File: src/rtl/tfa_pkg.sv
package tfa_pkg;
  localparam int TRIT_W = 2;
  localparam int RADIX  = 3;
  typedef logic [TRIT_W-1:0] trit_t;
  localparam trit_t TRIT_ZERO = 2'd0;
  localparam trit_t TRIT_ONE  = 2'd1;
  localparam trit_t TRIT_TWO  = 2'd2;
  localparam trit_t TRIT_BAD  = 2'd3;
endpackage

File: src/rtl/tfa_thresh.sv
module tfa_thresh
  import tfa_pkg::*;
(
  input  trit_t digit_i,
  output logic  lt1_o,
  output logic  lt2_o,
  output logic  bad_o
);
  assign lt1_o = (digit_i == TRIT_ZERO);
  assign lt2_o = ~digit_i[1];
  assign bad_o = (digit_i == TRIT_BAD);

  always_comb begin
    if (!bad_o) begin

      thr_onehot_chk: assert ($onehot({~lt2_o, ~lt1_o & lt2_o, lt1_o}))
        else $error("threshold lines not one-hot for digit %0d", digit_i);

      thr_order_chk: assert (!lt1_o || lt2_o)
        else $error("threshold flags out of order");
    end
  end
endmodule

File: src/rtl/tfa_rotate.sv
module tfa_rotate
  import tfa_pkg::*;
(
  input  logic  lt1_i,
  input  logic  lt2_i,
  output trit_t inc1_o,
  output trit_t inc2_o
);
  always_comb begin
    if (lt1_i)      inc1_o = TRIT_ONE;
    else if (lt2_i) inc1_o = TRIT_TWO;
    else            inc1_o = TRIT_ZERO;
    if (lt1_i)      inc2_o = TRIT_TWO;
    else if (lt2_i) inc2_o = TRIT_ZERO;
    else            inc2_o = TRIT_ONE;
  end

  always_comb begin

    rot_legal_chk: assert (inc1_o != TRIT_BAD && inc2_o != TRIT_BAD && inc1_o != inc2_o)
      else $error("rotation produced %0d/%0d", inc1_o, inc2_o);
  end
endmodule

File: src/rtl/tfa_sel3.sv
module tfa_sel3
  import tfa_pkg::*;
#(
  parameter int W = 1
) (
  input  trit_t        sel_i,
  input  logic [W-1:0] d0_i,
  input  logic [W-1:0] d1_i,
  input  logic [W-1:0] d2_i,
  output logic [W-1:0] q_o
);
  always_comb begin
    case (sel_i)
      TRIT_ZERO: q_o = d0_i;
      TRIT_ONE:  q_o = d1_i;
      TRIT_TWO:  q_o = d2_i;
      default:   q_o = '0;
    endcase
  end
endmodule

File: src/rtl/tfa_mux_adder.sv
module tfa_mux_adder
  import tfa_pkg::*;
(
  input  logic [1:0] a_i,
  input  logic [1:0] b_i,
  input  logic       cin_i,
  output logic [1:0] sum_o,
  output logic       cout_o,
  output logic       invalid_o
);
  localparam int NCIN = 2;

  logic  a_lt1, a_lt2, a_bad, b_bad;
  trit_t a_inc1, a_inc2;
  trit_t rot [RADIX];
  logic [RADIX:0] cy_tab;
  trit_t sum_cand [NCIN];
  logic  cy_cand  [NCIN];
  trit_t sum_pick;
  logic  cy_pick;

  tfa_thresh u_thr_a (
    .digit_i(a_i),
    .lt1_o  (a_lt1),
    .lt2_o  (a_lt2),
    .bad_o  (a_bad)
  );

  tfa_rotate u_rot (
    .lt1_i (a_lt1),
    .lt2_i (a_lt2),
    .inc1_o(a_inc1),
    .inc2_o(a_inc2)
  );

  assign b_bad  = (b_i == TRIT_BAD);
  assign rot[0] = a_i;
  assign rot[1] = a_inc1;
  assign rot[2] = a_inc2;
  // carry entries: never, A==2, A>0, always
  assign cy_tab = {1'b1, ~a_lt1, ~a_lt2, 1'b0};

  for (genvar c = 0; c < NCIN; c++) begin : g_cin
    tfa_sel3 #(.W(TRIT_W)) u_sum (
      .sel_i(b_i),
      .d0_i (rot[(0 + c) % RADIX]),
      .d1_i (rot[(1 + c) % RADIX]),
      .d2_i (rot[(2 + c) % RADIX]),
      .q_o  (sum_cand[c])
    );
    tfa_sel3 #(.W(1)) u_cy (
      .sel_i(b_i),
      .d0_i (cy_tab[0 + c]),
      .d1_i (cy_tab[1 + c]),
      .d2_i (cy_tab[2 + c]),
      .q_o  (cy_cand[c])
    );
  end

  assign sum_pick  = cin_i ? sum_cand[1] : sum_cand[0];
  assign cy_pick   = cin_i ? cy_cand[1]  : cy_cand[0];
  assign invalid_o = a_bad | b_bad;
  assign sum_o     = invalid_o ? TRIT_ZERO : sum_pick;
  assign cout_o    = invalid_o ? 1'b0 : cy_pick;

  // one-hot reference path
  logic [2:0] ref_a, ref_b, ref_s0, ref_s;
  trit_t      ref_sum;
  always_comb begin
    ref_a  = {a_i == TRIT_TWO, a_i == TRIT_ONE, a_i == TRIT_ZERO};
    ref_b  = {b_i == TRIT_TWO, b_i == TRIT_ONE, b_i == TRIT_ZERO};
    ref_s0[0] = (ref_a[0] & ref_b[0]) | (ref_a[1] & ref_b[2]) | (ref_a[2] & ref_b[1]);
    ref_s0[1] = (ref_a[0] & ref_b[1]) | (ref_a[1] & ref_b[0]) | (ref_a[2] & ref_b[2]);
    ref_s0[2] = (ref_a[0] & ref_b[2]) | (ref_a[1] & ref_b[1]) | (ref_a[2] & ref_b[0]);
    ref_s  = cin_i ? {ref_s0[1], ref_s0[0], ref_s0[2]} : ref_s0;
    ref_sum = ref_s[2] ? TRIT_TWO : (ref_s[1] ? TRIT_ONE : TRIT_ZERO);
  end

  always_comb begin
    if (!invalid_o) begin

      ref_sum_chk: assert (sum_o == ref_sum)
        else $error("selector sum %0d vs one-hot sum %0d", sum_o, ref_sum);

      arith_chk: assert (int'(a_i) + int'(b_i) + int'(cin_i) == 3 * int'(cout_o) + int'(sum_o))
        else $error("digit identity broken");
    end else begin

      inv_zero_chk: assert (sum_o == TRIT_ZERO && !cout_o)
        else $error("outputs not cleared on illegal code");
    end

    inv_code_chk: assert (invalid_o == ((a_i == TRIT_BAD) || (b_i == TRIT_BAD)))
      else $error("invalid flag mismatch");
  end
endmodule

File: config.mk
export PLATFORM = sky130hd
export DESIGN_NAME = tfa_mux_adder
export DESIGN_NICKNAME = d
export VERILOG_FILES = /design/src/rtl/tfa_pkg.sv /design/src/rtl/tfa_thresh.sv /design/src/rtl/tfa_rotate.sv /design/src/rtl/tfa_sel3.sv /design/src/rtl/tfa_mux_adder.sv
export SDC_FILE = /design/constraint.sdc
export NUM_CORES = 1
export LEC_CHECK = 0
export ABC_AREA = 1
export BUFFER_PORTS_ARGS = -buffer_cell sky130_fd_sc_hd__clkbuf_2
export CAP_MARGIN = 20
export CORE_AREA = 2 2 39 41
export DETAILED_ROUTE_END_ITERATION = 6
export DIE_AREA = 0 0 41 43
export PLACE_DENSITY = 0.5
export SYNTH_ARGS = -nofsm -noshare
export SYNTH_HDL_FRONTEND = slang
export SYNTH_SLANG_ARGS = --single-unit
File: constraint.sdc
create_clock -name vclk -period 0.8
set_input_delay 0.04 -clock vclk [all_inputs]
set_output_delay 0.04 -clock vclk [all_outputs]
set_load 0.02 [all_outputs]
==> results.sh <==
export IMPL_power_switching_mw=0.1481
export IMPL_path_cells="clkbuf_16, buf_8, ha_4, inv_2, nand2_1, nor2_1, nand2_1, nand2_1, nor2_2, clkbuf_8"
export IMPL_layout_common_cells="13 x nand2_1, 6 x inv_1, 5 x nor2_2, 4 x ha_4"
export IMPL_io_pins=9
export IMPL_clock_fmax_mhz=1044
export IMPL_final_util_pct=38.34
export IMPL_drt_iter0_markers=2
export IMPL_vias=321
export IMPL_synth_top_family_by_area="simple AND/OR/NAND/NOR gates"
export IMPL_overflow=0
export IMPL_drtPass1Iterations=4
export IMPL_totalNegativeSetupSlack_ns=-0.4473
export IMPL_avgSynthCellArea_um2=5.567
export IMPL_cp_start_kind="input port"
export IMPL_hold_buffers=0
export IMPL_synth_simple_area_share_pct=42.20
export IMPL_grt_max_degree=11
export IMPL_post_route_min_period_ns=0.9583
export IMPL_die_height_um=43
export IMPL_final_common_cell="nand2_1"
export IMPL_grt_pass1_wl_mm=1.166
export IMPL_clockBufferCount=0
export IMPL_start_util_pct=19.71
export IMPL_synthTopCellsByArea="ha_1 28%, nand2_1 21%, inv_1 12%, nor2_1 9.6%, a21oi_1 5.5%"
export IMPL_grtUsageTotal_pct=8.991
export IMPL_dpl_hpwl_um=511.4
export IMPL_antenna_found_initial=0
export IMPL_syn_area_um2=272.8
export IMPL_worstPathRequired_ns=0.76
export IMPL_crit_path_end_kind="output pin"
export IMPL_hold_violations=0
export IMPL_cp_depth=10
export IMPL_p_clk_share_pct=0
export IMPL_grt_pass1_vias=280
export IMPL_post_cts_setup_buffers=0
export IMPL_fin_ws_ns=-0.1583
export IMPL_seq_cell_count=0
export IMPL_synth_cells=49
export IMPL_fin_nets=75
export IMPL_route_detailed_drc=0
export IMPL_synth_mux_area_share_pct=0
export IMPL_synth_adder_area_share_pct=27.52
export IMPL_die_w_um=41
export IMPL_crit_fanout=3
export IMPL_p_leak_nw=0.2529
export IMPL_outcome="finished with violations"
export IMPL_synth_seq_area_share_pct=0
export IMPL_critPathBufInv=4
export IMPL_maxSlewViolCount=0
export IMPL_p_seq_share_pct=0
export IMPL_routed_wl_um=720
export IMPL_dieArea_um2=1763
export IMPL_timing_max_cap_violations=0
export IMPL_setup_viol=4
export IMPL_crit_slowest_cell="ha_4"
export IMPL_synthToLayoutAreaGrowth_pct=94.50
export IMPL_yosysTopAreaCellShare_pct=27.52
export IMPL_stdcell_count=78
export IMPL_post_place_cells=78
export IMPL_ys_warn_count=0
export IMPL_timing_worst_slew_pin_value_ns=0.2428
export IMPL_ir_worst_vdd_uv=205.4
export IMPL_whs_ns=0.5092
export IMPL_seqCellArea_um2=0
export IMPL_crit_family="buffers and inverters"
export IMPL_synth_fp_nets=60
export IMPL_arrival_ns=0.92
export IMPL_power_mw=0.2841
export IMPL_wire_per_inst_um=9.231
export IMPL_switching_share_pct=52.15
export IMPL_combPwrFrac_pct=100.0
export IMPL_rsz0062_at_grt="true"
export IMPL_slew_headroom_pct=83.81
export IMPL_antenna_left=0
export IMPL_finalWeightedCongestion=0.7905
export IMPL_power_per_cell_area_nw_per_um2=535.5
export IMPL_p_int_mw=0.1359
export IMPL_fill_cells=157
export IMPL_port_buffers=9
export IMPL_critPathKind="in2out"
export IMPL_num_rows=14
export IMPL_drt_vias_per_instance=4.115
export IMPL_hold_path_class="in2out"
export IMPL_violations="negative setup slack"
export IMPL_finalCritPeriodShare_pct=119.8
export IMPL_cpPeakStageDelay_ns=0.15
export IMPL_coreArea_um2=1384
export IMPL_num_antenna_cells=0
export IMPL_cpMostUsedCell="nand2_1"
export IMPL_final_layout_size_suffix_gt1_share_pct=54.84
export IMPL_synthXorXnorAreaFrac_pct=0
export IMPL_ys_types=12
export IMPL_min_path_cells=4
export IMPL_yosysTopAreaCell="ha_1"
export IMPL_synth_compound_area_share_pct=13.76
-- what timing repair did --
action / CTS / global route
endpoints found under the setup margin: 4 / 4
resized for setup: 25 / 16
pin swaps: 9 / 5
-- cell families (layout without fill, tap and decap cells) --
kind of cell	after synthesis	in the layout
AO/OA/AOI/OAI	6	6
AND/OR/NAND/NOR	27	27
adder cells (fa/ha/maj)	6	6
buffers and inverters	10	23
-- cell usage after synthesis --
master and count:
nand2_1 15, inv_1 9, nor2_1 7, ha_1 6
a21oi_1 3, nand3_1 3, a21oi_2 1, buf_6 1
nand2_2 1, nor2_4 1, o21ai_1 1, o21ai_2 1
-- power groups by stage --
stage	logic, mW	registers (mW)	clock network [mW]
floorplan	0.125	0	0
global placement	0.195	0	0
detailed placement	0.197	0	0
CTS	0.258	0	0
global route	0.312	0	0
finish	0.284	0	0
-- area by class of cell --
| class | instances | area [um2] | share of cell area, % |
|---|---|---|---|
| Multi-Input combinational cell | 39 | 309.0 | 58.25 |
| Timing Repair Buffer | 14 | 147.6 | 27.83 |
| Inverter | 9 | 53.80 | 10.14 |
| Tap cell | 16 | 20.02 | 3.774 |
-- layer usage --
metal / global-route usage, % / vias to the layer above / share of wire [%]
met4: 0 / 0 / 0
met5: 0 / - / 0
met3: 0 / 0 / 1.4
met1: 11.71 / 145 / 38
met2: 16.56 / 3 / 60
li1: - / 173 / -
-- per-stage QoR --
step | worst slack, ns | instance area, um2
3_3_place_gp | -0.2757 | 371.6
5_1_grt | -0.1969 | 530.5
4_1_cts | -0.1464 | 479.2
6_report | -0.1583 | 530.5
2_1_floorplan | -0.01210 | 280.3
3_5_place_dp | -0.2880 | 371.6
-- final timing paths --
kind | start | endpoint | slack, ns
hold / removal | cin_i | cout_o | 0.51
setup / recovery | b_i[1] | cout_o | -0.16
Power figures use the tool's default switching activity.
